<file path="src/rtl/mm_cascade.sv">
module mm_cascade #(
  parameter int STAGES = 8,
  parameter int SLICE  = 8
) (
  input  logic                                   clk,
  input  logic                                   rst_n,
  input  logic                                   start,
  input  logic [STAGES*SLICE-1:0]                match_in,
  input  logic [$clog2(STAGES*SLICE+1)-1:0]      limit,
  output logic [STAGES*SLICE-1:0]                grant,
  output logic [((STAGES > 1) ? $clog2(STAGES) : 1) + ((SLICE > 1) ? $clog2(SLICE) : 1)-1:0] index,
  output logic                                   index_valid,
  output logic                                   done
);
  localparam int N  = STAGES * SLICE;
  localparam int CW = $clog2(N + 1);
  localparam int SW = (STAGES > 1) ? $clog2(STAGES) : 1;
  localparam int LW = (SLICE > 1) ? $clog2(SLICE) : 1;

  logic [N-1:0]      pend;
  logic [SW-1:0]     cur;
  logic [CW-1:0]     cnt, lim;
  logic              busy, done_q;
  logic [STAGES-1:0] oe, last_bit;
  logic [LW-1:0]     lidx [STAGES];

  for (genvar s = 0; s < STAGES; s++) begin : g_stage
    logic [SLICE-1:0] sl, low;
    logic             en;
    assign sl  = pend[s*SLICE +: SLICE];
    assign low = sl & (~sl + 1'b1);
    assign en  = busy && (cur == SW'(s));
    assign oe[s] = en && (|sl);
    assign last_bit[s] = ((sl & ~low) == '0);
    assign grant[s*SLICE +: SLICE] = oe[s] ? low : '0;
    always_comb begin
      lidx[s] = '0;
      for (int b = SLICE - 1; b >= 0; b--)
        if (sl[b]) lidx[s] = LW'(b);
    end
  end

  assign index_valid = |oe;
  assign index       = {cur, lidx[cur]};
  assign done        = done_q;

  always_ff @(posedge clk or negedge rst_n) begin
    if (!rst_n) begin
      pend <= '0; cur <= '0; cnt <= '0; lim <= '0; busy <= 1'b0; done_q <= 1'b0;
    end else if (start) begin
      pend <= match_in; lim <= limit; cnt <= '0; cur <= '0;
      busy <= (limit != '0); done_q <= (limit == '0);
    end else if (busy) begin
      if (index_valid) begin
        pend <= pend & ~grant;
        cnt  <= cnt + 1'b1;
        if (cnt + 1'b1 == lim || (last_bit[cur] && cur == SW'(STAGES - 1))) begin
          busy <= 1'b0; done_q <= 1'b1;
        end else if (last_bit[cur]) cur <= cur + 1'b1;
      end else if (cur == SW'(STAGES - 1)) begin
        busy <= 1'b0; done_q <= 1'b1;
      end else cur <= cur + 1'b1;
    end
  end

  p_grant_onehot_r4: assert property (@(posedge clk) disable iff (!rst_n)
    $onehot0(grant) && (index_valid == (grant != '0)));
  p_index_hits_grant_r6: assert property (@(posedge clk) disable iff (!rst_n)
    index_valid |-> grant[index]);
  p_ascending_r3: assert property (@(posedge clk) disable iff (!rst_n)
    (index_valid && !start) |=> (!index_valid || index > $past(index)));
  p_done_quiet_r8: assert property (@(posedge clk) disable iff (!rst_n)
    done |-> !index_valid);
  p_under_limit_r7: assert property (@(posedge clk) disable iff (!rst_n)
    index_valid |-> cnt < lim);
  p_zero_limit_r9: assert property (@(posedge clk) disable iff (!rst_n)
    (start && limit == '0) |=> (done && !index_valid));
endmodule

</file>
<file path="config.mk">
export PLATFORM = sky130hd
export DESIGN_NAME = mm_cascade
export DESIGN_NICKNAME = d
export VERILOG_FILES = /design/src/rtl/mm_cascade.sv
export SDC_FILE = /design/constraint.sdc
export NUM_CORES = 1
export LEC_CHECK = 0
export ABC_AREA = 1
export BUFFER_PORTS_ARGS = -buffer_cell sky130_fd_sc_hd__clkbuf_2
export CORE_AREA = 5 5 113 115
export DETAILED_ROUTE_END_ITERATION = 10
export DIE_AREA = 0 0 118 120
export PLACE_DENSITY = 0.74
export SKIP_CTS_REPAIR_TIMING = 1
export SLEW_MARGIN = 20
export SYNTH_ARGS = -nofsm -noshare
export SYNTH_HDL_FRONTEND = slang
export SYNTH_SLANG_ARGS = --single-unit
</file>
<file path="constraint.sdc">
create_clock -name clk -period 2.65 [get_ports clk]
set_clock_uncertainty 0.15 [all_clocks]
set_input_delay 0.1325 -clock clk [delete_from_list [all_inputs] [get_ports clk]]
set_output_delay 0.1325 -clock clk [all_outputs]
set_load 0.005 [all_outputs]
</file>
==> results of run 1 <==
cell type report:
type,instances,share of cell area
Clock buffer,12,0.0315
Clock inverter,3,0.00534
Multi-Input combinational cell,584,0.398
Antenna cell,1,0.000333
Tap cell,147,0.0245
Inverter,116,0.0580
Timing Repair Buffer,227,0.205
Sequential cell,83,0.277
worst max-delay path by stage:
| stage | start | slack [ps] | endpoint |
|---|---|---|---|
| 2_1_floorplan | cur[0] | 190 | cur[0] |
| 5_1_grt | cur[2] | -40 | grant[14] |
| 6_report | cur[2] | 140 | grant[14] |
| 4_1_cts | cur[1] | 30 | grant[9] |
| 3_5_place_dp | cur[1] | 280 | cur[0] |
| 3_3_place_gp | cur[2] | 370 | cur[1] |
per-layer routing:
metal,vias to the layer above,GRT usage,wire length [µm]
met1,2750,0.302,7450
met5,-,0,0
met2,210,0.357,8070
met3,40,0.0457,973
li1,3085,-,-
met4,0,0.0674,448
flip-flops by register name (all words and copies together), names as in the netlist:
name  flops
lim       7
cnt       7
pend     64
busy      1
cur       3
done      1
where the power goes:
group | internal [mW] | total, mW | switching (mW)
clock | 0.723 | 1.21 | 0.489
sequential | 1.42 | 1.60 | 0.183
combinational | 0.669 | 1.79 | 1.12
cell usage after synthesis:
master,instances
clkbuf_4,1
o21ai_2,4
inv_1,112
buf_4,2
nor4_1,1
o21ai_0,22
a21oi_1,18
xnor2_1,3
nand3_1,73
a22o_1,4
xor2_1,5
buf_2,1
nand3b_1,2
clkbuf_1,16
o21ai_4,1
nor3_4,2
nor3_1,46
ha_1,7
o211ai_1,2
nand2_4,1
a21boi_0,3
nor2_2,5
nor2_8,1
o311ai_0,4
o32ai_1,1
nor2_4,5
dfrtp_1,83
inv_2,4
nand4_1,8
nand2_2,4
a31oi_1,1
nor2_1,70
a21boi_2,1
buf_1,2
o21bai_4,1
nand2_1,232
o31ai_1,56
o21a_1,1
cells by family (layout without fill, tap and decap cells):
logic type / count (synthesis) / count (layout) / share of synthesized area
and+or+nand+nor: 450 / 450 / 0.355
buffers and inverters: 138 / 358 / 0.0952
adders and majority gates: 7 / 7 / 0.0157
AOI/OAI and AO/OA: 119 / 119 / 0.149
DFF: 83 / 83 / 0.373
other: 0 / 1 / 0
xor gates and xnor gates: 8 / 8 / 0.0126
metrics by stage:
step / setup TNS (ps) / utilization / cell area [µm²] / setup slack [ps] / total power, mW
floorplan: 0 / - / 5570 / 188 / 2.72
finish: 0 / 0.641 / 7500 / 144 / 4.60
detailed placement: 0 / 0.553 / 6480 / 284 / 3.29
global placement: 0 / 0.553 / 6480 / 365 / 3.26
global route: -65.7 / 0.641 / 7500 / -37.1 / 4.90
CTS: 0 / 0.577 / 6760 / 33.8 / 4.50
worst register-to-register path, stage by stage, from the launching register on:
cell and delay (ps):
dfrtp_1 560, inv_1 180, ha_1 230, nand2_1 70, o21bai_4 160, nand2_2 90, nor3_4 220, nand2_4 140
nor2_8 190, o21ai_2 110, nand3_1 100, nand2_1 60
==> metrics.yaml, run 1 <==
powerDensity_nw_per_um2: 613
crit_chain: "inv_1 -> nand2_1 -> nor2_1 -> a21boi_4 -> inv_1 -> nor3_1 -> clkbuf_2"
cpPeakStageDelay_ps: 510
rr_worst_depth: 11
final_cell_mix: "232 x nand2_1, 143 x clkbuf_2, 111 x inv_1, 82 x dfrtp_1, 73 x nand3_1"
min_path_cells: 3
worst_path_most_repeated_cell: "inv_1"
status: "finished, final reports clean"
cp_max_fo: 11
drv_cap: 0
viasPerCell: 5.19
grt_start_max_net_pins: 45
synth.area.top_cells: "dfrtp_1 37%, nand2_1 16%, inv_1 7.5%"
crit_cells: 7
antenna_left: 0
num-fill-cells: 1043
ys_seq_area_frac: 0.373
final_nets: 1102
die_w_um: 118
portBuffers: 145
first_pass_iters: 5
startpoint_type: "flop"
syn_to_final_growth_pct: 34.6
critical_path_arrival_ps: 2220
yosysUniqueCellTypes: 38
hold_viol_final: 0
num_rows: 40
max_freq_mhz: 399
critPathKind: "reg2out"
multi_input_area_um2: 2990
period_share: 0.945
drive_gt1_frac: 0.197
clock_latency_ps: 340
cpMaxStageDelayCell: "dfrtp_1"
grt_overflow: 0
routedWlPerCell_um: 14.4
synthesis.area_um2: 5570
finalWirelength_um: 16900
finalCriticalPeriod_ps: 2510
core_um2: 11700
cts_buffers: 9
cts.clk_slew.worst_paths_ps: 60
clk_path_buf_depth: 2
cp-end-kind: "output pin"
seqCellArea_um2: 2080
die-area_um2: 14200
synthCells: 805
syn-num-nets: 886
rsz0062_at_grt: "true"
die_h_um: 120
slew_headroom: 0.617
post-synth-top-area-cell: "dfrtp_1"
routed-via-count: 6085
holdCritPathClass: "in2reg"
reg2reg_from: "cur[2]"
postSynthAreaPerCell_um2: 6.92
clock_sinks: 83
post-route-drc-count: 0
critPathTopFamily: "simple AND/OR/NAND/NOR gates"
instances_no_fill: 1173
grt_pass1_vias: 5509
start_util: 0.476
reg2reg_setup_slack_ps: 260
irDropWorstVdd_mv: 0.382
gp_congestion: 0.987
min_from: "start"
cts-root-buf: "clkbuf_16"
grtUsageTotal: 0.222
placed_cells: 1085
antenna_found_initial: 1
p_leak_nw: 3.92
grt_pass1_wl_um: 26300
final_common_cell: "nand2_1"
drtIter0Drc: 488
worst_slew_pin_slew_ps: 575
yosys_warnings: 0
netlist.area_leader.share: 0.373
holdWs_ps: 88.6
reg2reg_to: "cur[0]"
crit_buf_inv: 3
h-tree-depth: 3
cts_tree: "yes"
cp_data_required_time_ps: 2370
place_hpwl_um: 12400
ioPinCount: 146
setup_viol: 0
drv_slew: 0
synth_seq_cells: 83
hold_end: "lim[1]"
(Power assumes the default switching activity.)
==> inputs of run 2 (changes only) <==
--- a/config.mk
+++ b/config.mk
@@ -7,9 +7,9 @@
 export LEC_CHECK = 0
 export ABC_AREA = 1
 export BUFFER_PORTS_ARGS = -buffer_cell sky130_fd_sc_hd__clkbuf_2
-export CORE_AREA = 5 5 113 115
+export CORE_AREA = 5 5 126 104
 export DETAILED_ROUTE_END_ITERATION = 10
-export DIE_AREA = 0 0 118 120
+export DIE_AREA = 0 0 131 109
 export PLACE_DENSITY = 0.74
 export SKIP_CTS_REPAIR_TIMING = 1
 export SLEW_MARGIN = 20
==> metrics.yaml, run 2 (same netlist as run 1, synthesis figures left out) <==
cpPeakStageDelay_ps: 460
finalWirelength_um: 16900
place_hpwl_um: 12400
multi_input_area_um2: 2980
instances_no_fill: 1181
routed-via-count: 6090
grt_pass1_vias: 5339
die_w_um: 131
grt_pass1_wl_um: 25700
p_leak_nw: 3.93
drv_slew: 0
finalCriticalPeriod_ps: 2490
worst_path_most_repeated_cell: "ha_1"
largest_registers: "pend (64), cnt (7), lim (7)"
cp_max_fo: 9
worst_slew_pin_slew_ps: 623
cts-root-buf: "clkbuf_16"
routedWlPerCell_um: 14.3
holdCritPathClass: "in2reg"
drtIter0Drc: 589
grt_overflow: 0
cts_buffers: 9
startpoint_type: "flop"
regMostFlops: "pend"
irDropWorstVdd_mv: 0.362
powerDensity_nw_per_um2: 623
period_share: 0.941
post-route-drc-count: 0
setup_viol: 0
ioPinCount: 146
fin_util: 0.640
final_common_cell: "nand2_1"
antenna_found_initial: 0
seqCellArea_um2: 2080
syn_to_final_growth_pct: 35.4
viasPerCell: 5.16
clock_sinks: 83
placed_cells: 1091
final_cell_mix: "232 x nand2_1, 143 x clkbuf_2, 111 x inv_1, 82 x dfrtp_1, 73 x nand3_1"
h-tree-depth: 3
antenna_left: 0
slew_headroom: 0.581
power_mw: 4.70
status: "finished, final reports clean"
die-area_um2: 14300
hold_viol_final: 0
cts_tree: "yes"
clock_latency_ps: 340
final_nets: 1105
gp_congestion: 0.919
drive_gt1_frac: 0.199
first_pass_iters: 5
cp_data_required_time_ps: 2370
die_h_um: 109
grt_start_max_net_pins: 61
grtUsageTotal: 0.225
setup_ws_ps: 156
core_um2: 11800
cp-end-kind: "output pin"
cpMaxStageDelayCell: "dfrtp_2"
num_antenna_cells: 0
critPathKind: "reg2out"
cts.clk_slew.worst_paths_ps: 70
max_freq_mhz: 401
critical_path_arrival_ps: 2210
num_rows: 36
rsz0062_at_grt: "false"
num-fill-cells: 1054
portBuffers: 145
clk_path_buf_depth: 2
drv_cap: 0
start_util: 0.472
crit_chain: "ha_1 -> ha_1 -> nand2_1 -> nor2_2 -> buf_4 -> inv_1 -> nor3_1 -> clkbuf_2"
largest_reg_flops: 64
place_ws_ps: 270
-- run 2: critical path, delay by kind of cell, from the launching register on --
| family | cells | cell delay, ps |
|---|---|---|
| adder cells (fa/ha/maj) | 2 | 450 |
| AND/OR/NAND/NOR | 3 | 560 |
| flip-flops | 1 | 460 |
| buffers and inverters | 3 | 390 |
-- run 2: cell type report --
| type | count | area share |
|---|---|---|
| Multi-Input combinational cell | 584 | 0.394 |
| Sequential cell | 83 | 0.275 |
| Timing Repair Buffer | 230 | 0.207 |
| Inverter | 116 | 0.0577 |
| Clock buffer | 11 | 0.0322 |
| Tap cell | 152 | 0.0252 |
| Clock inverter | 5 | 0.00829 |
-- run 2: final timing paths --
path                        start   endpoint  slack (ps)  cells past startpoint
max                        cur[1]  grant[58]         160                      8
min reg2reg                  done       done         350                      2
min                         start     lim[5]          40                      3
max in group asynchronous   rst_n     cur[1]        1590                      3
min in group asynchronous   rst_n    pend[5]         130                      2
max reg2reg                cur[0]     cur[1]         310                     12
-- run 2: where the power goes --
group          internal, mW  switching [mW]
combinational         0.690            1.11
sequential             1.42           0.172
clock                 0.760           0.544
-- run 2: layer usage --
metal	track usage	wire length, µm	vias to the layer above
met2	0.331	7490	223
met3	0.0529	1220	16
met4	0.0499	176	0
met1	0.335	8060	2759
met5	0	0	-
li1	-	-	3092
-- run 2: per-stage QoR --
stage / TNS [ps] / hold slack [ps] / cell area [µm²]
2_1_floorplan: 0 / -313 / 5570
3_3_place_gp: 0 / -34.0 / 6490
3_5_place_dp: 0 / -39.9 / 6490
4_1_cts: -68.3 / -411 / 6800
5_1_grt: 0 / 75.2 / 7550
6_report: 0 / 41.9 / 7550
==> inputs of run 3 (changes only) <==
--- a/config.mk
+++ b/config.mk
@@ -7,10 +7,12 @@
 export LEC_CHECK = 0
 export ABC_AREA = 1
 export BUFFER_PORTS_ARGS = -buffer_cell sky130_fd_sc_hd__clkbuf_2
-export CORE_AREA = 5 5 126 104
+export CELL_PAD_IN_SITES_DETAIL_PLACEMENT = 0
+export CELL_PAD_IN_SITES_GLOBAL_PLACEMENT = 1
+export CORE_AREA = 5 5 142 117
 export DETAILED_ROUTE_END_ITERATION = 10
-export DIE_AREA = 0 0 131 109
-export PLACE_DENSITY = 0.74
+export DIE_AREA = 0 0 147 122
+export PLACE_DENSITY_LB_ADDON = 0.1
 export SKIP_CTS_REPAIR_TIMING = 1
 export SLEW_MARGIN = 20
 export SYNTH_ARGS = -nofsm -noshare
==> metrics.yaml, run 3 (same netlist as run 1, synthesis figures left out) <==
grt_overflow: 0
cts-root-buf: "clkbuf_16"
finalWirelength_um: 18200
power_frac_clock: 0.267
core_um2: 15200
first_pass_iters: 5
reg2reg_from: "cur[0]"
worst_slew_pin_slew_ps: 655
setup_ws_ps: 158
p_seq_frac: 0.339
fin_util: 0.503
worst_path_most_repeated_cell: "inv_1"
p_leak_nw: 3.95
irDropWorstVdd_mv: 0.409
largest_reg_flops: 64
startpoint_type: "flop"
grt_pass1_vias: 5858
place_area_um2: 6550
finalSetupTns_ps: 0
final_common_cell: "nand2_1"
crit_buf_inv: 4
crit_path_start: "cur[0]"
antenna_found_initial: 0
antenna_left: 0
place_ws_ps: 260
switchingPower_mw: 1.88
gp_congestion: 0.905
num_antenna_cells: 0
period_share: 0.940
setup_viol: 0
crit_chain: "buf_4 -> ha_1 -> inv_1 -> nor2_1 -> a21boi_4 -> inv_1 -> nor3_1 -> clkbuf_2"
place_hpwl_um: 13800
reg2reg_setup_slack_ps: 260
holdCritPathClass: "in2async"
ioPinCount: 146
swShare: 0.398
post-route-drc-count: 0
die_w_um: 147
regMostFlops: "pend"
portBuffers: 145
cpMaxStageDelayCell: "dfrtp_1"
start_util: 0.366
critPathKind: "reg2out"
hold_viol_final: 0
critPathTopFamily: "buffers and inverters"
clk_path_buf_depth: 2
cts.clk_slew.worst_paths_ps: 60
seqCellArea_um2: 2080
h-tree-depth: 3
slew_headroom: 0.563
final_cell_mix: "232 x nand2_1, 143 x clkbuf_2, 112 x inv_1, 81 x dfrtp_1, 79 x dlygate4sd3_1"
powerDensity_nw_per_um2: 616
clock_sinks: 83
cp_data_required_time_ps: 2370
cts_tree: "yes"
grt_pass1_wl_um: 29000
drtIter0Drc: 450
multi_input_area_um2: 2980
cp_max_fo: 11
routedWlPerCell_um: 14.8
clock_latency_ps: 350
die-area_um2: 17900
final_cell_area_um2: 7660
cts_buffers: 9
final_nets: 1112
num_rows: 41
max_freq_mhz: 401
cpPeakStageDelay_ps: 400
finalCriticalPeriod_ps: 2490
rsz0062_at_grt: "true"
largest_registers: "pend (64), cnt (7), lim (7)"
intPower_mw: 2.84
routed-via-count: 6095
viasPerCell: 4.96
drive_gt1_frac: 0.199
grt_start_max_net_pins: 56
num-fill-cells: 1534
drv_slew: 0
die_h_um: 122
combPwrFrac: 0.393
status: "finished, final reports clean"
grtUsageTotal: 0.199
critical_path_arrival_ps: 2210
syn_to_final_growth_pct: 37.4
drv_cap: 0
cp-end-kind: "output pin"
run 3: cell types whose count changed in the layout (fill, tap and decap cells not counted):
cell | before | now
clkbuf_8 | 1 | 0
dfrtp_1 | 82 | 81
dlygate4sd3_1 | 72 | 79
ha_2 | 0 | 1
inv_1 | 111 | 112
nor3_2 | 0 | 1
clkinv_2 | 0 | 2
inv_2 | 5 | 4
ha_1 | 7 | 6
nor3_1 | 46 | 45
dfrtp_2 | 1 | 2
clkinv_4 | 2 | 0
run 3: power groups by stage:
stage / Combinational [mW] / Sequential, mW / Clock [mW]
floorplan: 1.16 / 1.56 / 0
global placement: 1.73 / 1.61 / 0
detailed placement: 1.74 / 1.62 / 0
CTS: 1.75 / 1.60 / 1.28
global route: 2.09 / 1.63 / 1.33
finish: 1.85 / 1.60 / 1.26
run 3: final timing paths:
path,end,cells past startpoint
setup / recovery,grant[15],8
hold / removal,pend[9],2
setup reg to reg,pend[42],8
hold reg to reg,lim[5],2
max in group asynchronous,pend[43],3
min in group clk,lim[5],2
run 3: per-layer routing:
metal	share of wire	up-vias	global-route usage	wire [µm]
met5	0	-	0	0
met3	0.057	23	0.0480	1030
li1	-	3102	-	-
met4	0.016	0	0.0570	288
met1	0.49	2801	0.285	8970
met2	0.43	169	0.300	7880
run 3: worst reg2reg max path, cell delays in order, from the launching register on:
cell	delay, ps
dfrtp_1	400
buf_4	220
ha_1	160
inv_1	50
nor2_1	200
o21ai_2	160
nor3_1	230
o31ai_1	110
dlygate4sd3_1	580
run 3: per-stage QoR:
step,instances,power (mW),hold WS (ps)
CTS,1148,4.63,-332
finish,1228,4.71,195
global placement,1133,3.34,46.1
global route,1228,5.04,255
floorplan,805,2.72,-313
detailed placement,1133,3.36,42.0
run 3: cell type report:
| type | count | area share |
|---|---|---|
| Multi-Input combinational cell | 584 | 0.390 |
| Sequential cell | 83 | 0.272 |
| Timing Repair Buffer | 237 | 0.213 |
| Inverter | 116 | 0.0569 |
| Tap cell | 193 | 0.0315 |
| Clock buffer | 10 | 0.0299 |
| Clock inverter | 5 | 0.00719 |
